<file path="src/rtl/gpio_irq_pkg.sv">
package gpio_irq_pkg;

  localparam int LANES    = 8;
  localparam int FIELD_W  = 4;
  localparam int CODE_W   = 3;

  localparam logic [3:0]  PAGE_CTRL  = 4'h7;
  localparam logic [3:0]  PAGE_MASK  = 4'h9;
  localparam logic [3:0]  PAGE_PEND  = 4'hA;
  localparam logic [31:0] CTRL_KEEP  = 32'h7777_7777;

  typedef enum logic [CODE_W-1:0] {
    TRIG_LOW  = 3'd0,
    TRIG_HIGH = 3'd1,
    TRIG_FALL = 3'd2,
    TRIG_RISE = 3'd3,
    TRIG_ANY  = 3'd4
  } trig_e;

  function automatic logic trig_hit(input logic [CODE_W-1:0] code,
                                    input logic now, input logic was);
    case (code)
      TRIG_LOW:  return ~now;
      TRIG_HIGH: return now;
      TRIG_FALL: return was & ~now;
      TRIG_RISE: return ~was & now;
      TRIG_ANY:  return was ^ now;
      default:   return 1'b0;
    endcase
  endfunction

endpackage

</file>
<file path="src/rtl/gpio_irq_sync.sv">
module gpio_irq_sync #(
  parameter int W = 8
) (
  input  logic         clk,
  input  logic         rst,
  input  logic [W-1:0] d,
  output logic [W-1:0] now_q,
  output logic [W-1:0] was_q
);

  logic [W-1:0] meta_q;

  always_ff @(posedge clk) begin
    if (rst) begin
      meta_q <= '0;
      now_q  <= '0;
      was_q  <= '0;
    end else begin
      meta_q <= d;
      now_q  <= meta_q;
      was_q  <= now_q;
    end
  end

endmodule

</file>
<file path="src/rtl/gpio_irq_bank.sv">
module gpio_irq_bank
  import gpio_irq_pkg::*;
(
  input  logic             clk,
  input  logic             rst,
  input  logic [LANES-1:0] now_i,
  input  logic [LANES-1:0] was_i,
  input  logic             ctrl_we,
  input  logic             mask_we,
  input  logic             clr_we,
  input  logic [31:0]      wdata,
  output logic [31:0]      ctrl_q,
  output logic [LANES-1:0] mask_q,
  output logic [LANES-1:0] pend_q
);

  logic [LANES-1:0] hit;
  logic [LANES-1:0] clr;

  for (genvar i = 0; i < LANES; i++) begin : g_lane
    assign hit[i] = trig_hit(ctrl_q[FIELD_W*i +: CODE_W], now_i[i], was_i[i]);
  end

  assign clr = clr_we ? wdata[LANES-1:0] : '0;

  always_ff @(posedge clk) begin
    if (rst) begin
      ctrl_q <= '0;
      mask_q <= '1;
      pend_q <= '0;
    end else begin
      if (ctrl_we) ctrl_q <= wdata & CTRL_KEEP;
      if (mask_we) mask_q <= wdata[LANES-1:0];
      pend_q <= (pend_q & ~clr) | hit;
    end
  end

endmodule

</file>
<file path="src/rtl/gpio_irq_agg.sv">
module gpio_irq_agg
  import gpio_irq_pkg::*;
#(
  parameter int NUM_GROUPS = 4,
  parameter int ADDR_W     = 12
) (
  input  logic                        clk,
  input  logic                        rst,
  input  logic [ADDR_W-1:0]           bus_addr,
  input  logic                        bus_we,
  input  logic [31:0]                 bus_wdata,
  output logic [31:0]                 bus_rdata,
  input  logic [LANES*NUM_GROUPS-1:0] pins_in,
  output logic                        irq_out
);

  localparam int NPINS  = LANES * NUM_GROUPS;
  localparam int GIDX_W = (NUM_GROUPS > 1) ? $clog2(NUM_GROUPS) : 1;

  logic [NPINS-1:0]        pin_now, pin_was;
  logic [32*NUM_GROUPS-1:0] ctrl_all;
  logic [NPINS-1:0]        mask_all, pend_all;
  logic [NUM_GROUPS-1:0]   ctrl_we, mask_we, clr_we;
  logic                    clr_any;

  logic [3:0]        page;
  logic [5:0]        widx;
  logic [GIDX_W-1:0] gsel;
  logic              addr_ok;
  logic [31:0]       rd_next;
  logic [31:0]       rdata_q;
  logic              irq_q;

  gpio_irq_sync #(.W(NPINS)) sync_i (
    .clk   (clk),
    .rst   (rst),
    .d     (pins_in),
    .now_q (pin_now),
    .was_q (pin_was)
  );

  assign page    = bus_addr[11:8];
  assign widx    = bus_addr[7:2];
  assign gsel    = widx[GIDX_W-1:0];
  assign addr_ok = (bus_addr[1:0] == 2'b00)
                && ((bus_addr >> 12) == '0)
                && ({26'd0, widx} < 32'(NUM_GROUPS));

  for (genvar g = 0; g < NUM_GROUPS; g++) begin : g_bank
    logic sel;
    assign sel        = bus_we && addr_ok && (gsel == GIDX_W'(g));
    assign ctrl_we[g] = sel && (page == PAGE_CTRL);
    assign mask_we[g] = sel && (page == PAGE_MASK);
    assign clr_we[g]  = sel && (page == PAGE_PEND);

    gpio_irq_bank bank_i (
      .clk     (clk),
      .rst     (rst),
      .now_i   (pin_now[LANES*g +: LANES]),
      .was_i   (pin_was[LANES*g +: LANES]),
      .ctrl_we (ctrl_we[g]),
      .mask_we (mask_we[g]),
      .clr_we  (clr_we[g]),
      .wdata   (bus_wdata),
      .ctrl_q  (ctrl_all[32*g +: 32]),
      .mask_q  (mask_all[LANES*g +: LANES]),
      .pend_q  (pend_all[LANES*g +: LANES])
    );
  end

  assign clr_any = |clr_we;

  always_comb begin
    rd_next = '0;
    for (int g = 0; g < NUM_GROUPS; g++) begin
      if (addr_ok && gsel == GIDX_W'(g)) begin
        case (page)
          PAGE_CTRL: rd_next = ctrl_all[32*g +: 32];
          PAGE_MASK: rd_next = {24'd0, mask_all[LANES*g +: LANES]};
          PAGE_PEND: rd_next = {24'd0, pend_all[LANES*g +: LANES]};
          default:   rd_next = '0;
        endcase
      end
    end
  end

  always_ff @(posedge clk) begin
    if (rst) begin
      rdata_q <= '0;
      irq_q   <= 1'b0;
    end else begin
      rdata_q <= rd_next;
      irq_q   <= |(pend_all & ~mask_all);
    end
  end

  assign bus_rdata = rdata_q;
  assign irq_out   = irq_q;

endmodule

</file>
<file path="config.mk">
export PLATFORM = sky130hd
export DESIGN_NAME = gpio_irq_agg
export DESIGN_NICKNAME = d
export VERILOG_FILES = /design/src/rtl/gpio_irq_pkg.sv /design/src/rtl/gpio_irq_sync.sv /design/src/rtl/gpio_irq_bank.sv /design/src/rtl/gpio_irq_agg.sv
export SDC_FILE = /design/constraint.sdc
export NUM_CORES = 1
export LEC_CHECK = 0
export BUFFER_PORTS_ARGS = -buffer_cell sky130_fd_sc_hd__buf_2
export CORE_ASPECT_RATIO = 1.5
export CORE_MARGIN = 1
export CORE_UTILIZATION = 65
export DETAILED_ROUTE_END_ITERATION = 10
export PLACE_DENSITY = 0.85
export RECOVER_POWER = 50
export SYNTH_ARGS = -nofsm -noshare
export SYNTH_HDL_FRONTEND = slang
export SYNTH_HIERARCHICAL = 1
export SYNTH_SLANG_ARGS = --single-unit
</file>
<file path="constraint.sdc">
create_clock -name clk -period 3 [get_ports clk]
set_input_delay 0.15 -clock clk [delete_from_list [all_inputs] [get_ports clk]]
set_output_delay 0.15 -clock clk [all_outputs]
set_load 0.05 [all_outputs]
</file>
==> impl_results.md <==
* Share of the synthesized area in the top cell type at 0.4080
* Most frequent cell after synthesis: dfxtp_1
* Top post-synthesis cells by area: dfxtp_1 41%, mux2i_1 7.1%, nor2b_1 5.8%
* Synth unique cells at 62
* 1st-iter DRT viols at 1108
* Status: finished with violations
* Seq/Total Area, Yosys at 0.4080
* Gpl congestion at between 0.9 and 1
* Placed cell area at 0.01461 sq mm
* Met3 Resource Use GR at 0.05131
* Syn Area/Cell at around 9.3 sq um
* Post-detailed-route via-to-cell ratio at 6.132
* Sequential share of power at 0.492
* Peak supply drop at slightly below 0.0005 V
* Number of remaining DRC errors at 0
* CP endpoint kind: flop
* Clock sinks at ~290
* Routed WL at 40.32 mm
* Share of cells above drive strength 1 at 0.1270
* Die Wd at 122.6 um
* DR WL/cell at 20.82 um
* Pint at 0.006238 W
* Total Die Area at roughly 0.022 sq mm
* Setup slack, reg-to-reg at 1390 ps
* WP data arrival at 2690 ps
* Final setup skew at 14.67 ps
* Async set or reset register ratio after synthesis at 0
* Yosys warnings at 6
* Max-cap violations at 1
* Vias at about 12000
* Starting density of the core at 0.6680
* R2r startpoint: g_bank[1].bank_i/pend_q[2]
* Boundary pin count at 112
* Worst Setup SP: rst
* Tcrit/Tclk final at 0.7763
* Final setup fails at 0
* Yosys reg bits at 289
* Slew Limit Fails at between 150 and 200
* Port-buffer cells at 105
* Number of global-route vias before repair at about 12000
* Critical path type: input port to flop
* Dpl hpwl at 26.41 mm
* Worst-path fanout max at 173
* First-pass GRT wire length at 61.98 mm
* Clock Root Buffer: clkbuf_16
* Met1 usage at 0.3883
* Clk Latency, worst-skew pair at 550 ps
* # rows at 65
* Sw frac at 0.2362
* Final hold vios at 0
* Required @ worst endpoint at roughly 3400 ps
* Fmax at about 430 MHz
* Post-synth top flop: dfxtp_1
* Grt ovf at 0
* Failing checks: max-capacitance violations, max-slew violations
* P&R area growth vs syn at 12.62%
* Post-synth top area cell: dfxtp_1
* Worst Tran Pin Value at 1817 ps
* Net switching power at just under 0.002 W
* GRT Overall Usage at 0.3596
* CTS tree: done
* Synth Cell Area at around 0.014 sq mm
* Commonest cells in the netlist: 289 x dfxtp_1, 181 x nor2_1, 132 x nor2b_1, 101 x inv_1, 100 x mux2i_1
* RSZ-0062 raised after global routing: false
* Nets@finish at approximately 1800
* Worst hold path type: input port to flop
* RR Endpoint: irq_out
* Final min period at between 2000 and 2500 ps
* Antenna Nets Post-Route at 0
* Total negative slack at 0 ps
* Layout Cell Area excl Fill at 0.01597 sq mm
* TritonCTS Buffers at 27
* CTS max path bufs at 3
* Fillcell total at 1479
* Antenna violations before repair at 0
* ANT cells at 0
* Clk slew on worst S/H paths at 60 ps
* CP Capture Point: g_bank[3].bank_i/pend_q[7]
* CORE AREA at ~0.021 sq mm
* Die H at 182.9 um
* First-pass DRT Iterations at 5
* Slew margin rel. at -0.2115
* Largest net degree at the start of global routing at roughly 170
* Most Crowded Layer GR: met2
* Pleak at 6.144 nW
* Clock H-tree levels at 1
* Clock share of power at 0.430
* PD cells at 511.4 mW/mm^2
* Path depth of the worst reg2reg path at 4
* Routing usage on met2 at 0.6265
* Syn Inst Count at roughly 1500
* CP Launch Type: input port
* Number of flops mapped to enable cells by yosys at 0
* Combinational share of power at 0.078
## power by group through the flow
stage	Combinational (W)	Sequential, W	Clock [W]
after detailed placement	0.000559	0.00410	0
after global placement	0.000543	0.00409	0
after CTS	0.000617	0.00401	0.00353
final	0.000638	0.00402	0.00351
after floorplan	0.000410	0.00406	0
after global routing	0.000689	0.00402	0.00370
## layer usage
layer | wire length (um) | up-vias
li1 | - | 5487
met1 | 14660 | 5657
met2 | 19940 | 556
met3 | 2609 | 178
met4 | 3118 | 0
met5 | 0 | -
## placed cells by master (no fill, tap or decap), drive strengths merged, types with 34 or more instances in the layout
cell / count
dfxtp: 289
nor2: 181
nor2b: 132
inv: 102
mux2i: 100
buf: 97
clkbuf: 77
a21oi: 73
ha: 64
dlygate4sd3: 52
nand2: 48
mux2: 44
o22ai: 37
nor3: 34
## cell families (layout without fill, tap and decap cells)
kind of cell	count (synthesis)	count (layout)	share of synthesized area
AOI/OAI and AO/OA	247	247	0.1240
xor gates and xnor gates	4	4	0.002470
adders and majority gates	64	64	0.05647
buffers and inverters	219	335	0.08409
DFF	289	289	0.4080
muxes	144	144	0.1055
other	4	32	0.001059
and+or+nand+nor	554	554	0.2184
## sequential cells by signal (all words and copies together) (netlist names)
| name | flops |
|---|---|
| g_bank.bank_i/ctrl_q | 96 |
| bus_rdata | 32 |
| g_bank.bank_i/mask_q | 32 |
| g_bank.bank_i/pend_q | 32 |
| sync_i/meta_q | 32 |
| sync_i/now_q | 32 |
| sync_i/was_q | 32 |
| irq_out | 1 |
## cell type report
type,instances,area (sq um),area share
Tap cell,268,335.3,0.02100
Clock buffer,40,814.5,0.05101
Clock inverter,8,96.34,0.006033
Timing Repair Buffer,186,1249,0.07819
Multi-Input combinational cell,1045,7310,0.4577
Sequential cell,289,5786,0.3623
Inverter,101,379.1,0.02374
## timing repair
action,4_1_cts,5_1_grt
hold endpoints to repair,104,0
hold buffers,52,0
buffers inserted,0,0
gates resized for setup,0,0
## per-stage QoR
step | power (W) | worst slack (ps) | cells | util | hold slack [ps]
after floorplan | 0.004469 | 975.4 | 1553 | - | 222.4
after global placement | 0.004637 | 550.8 | 1837 | 0.6882 | 359.3
after detailed placement | 0.004658 | 442.5 | 1837 | 0.6882 | 362.7
after CTS | 0.008163 | 894.6 | 1937 | 0.7556 | 4.313
after global routing | 0.008413 | 487.9 | 1937 | 0.7523 | 15.05
final | 0.008167 | 671.0 | 1937 | 0.7523 | 27.66
## worst min-delay path by stage
stage,end,slack [ps],cells past startpoint,start
2_1_floorplan,irq_out,220,1,rst
3_3_place_gp,sync_i/meta_q[23],360,2,pins_in[23]
3_5_place_dp,sync_i/meta_q[30],360,2,pins_in[30]
4_1_cts,bus_rdata[6],4,4,bus_addr[5]
5_1_grt,bus_rdata[6],20,4,bus_addr[5]
6_report,bus_rdata[6],30,4,bus_addr[5]
## worst max-delay path, stage by stage
cell	delay (ps)
buf_8	440
clkbuf_4	1410
nor2_1	190
nand3b_1	180
o221ai_1	120
(Power assumes the default switching activity.)
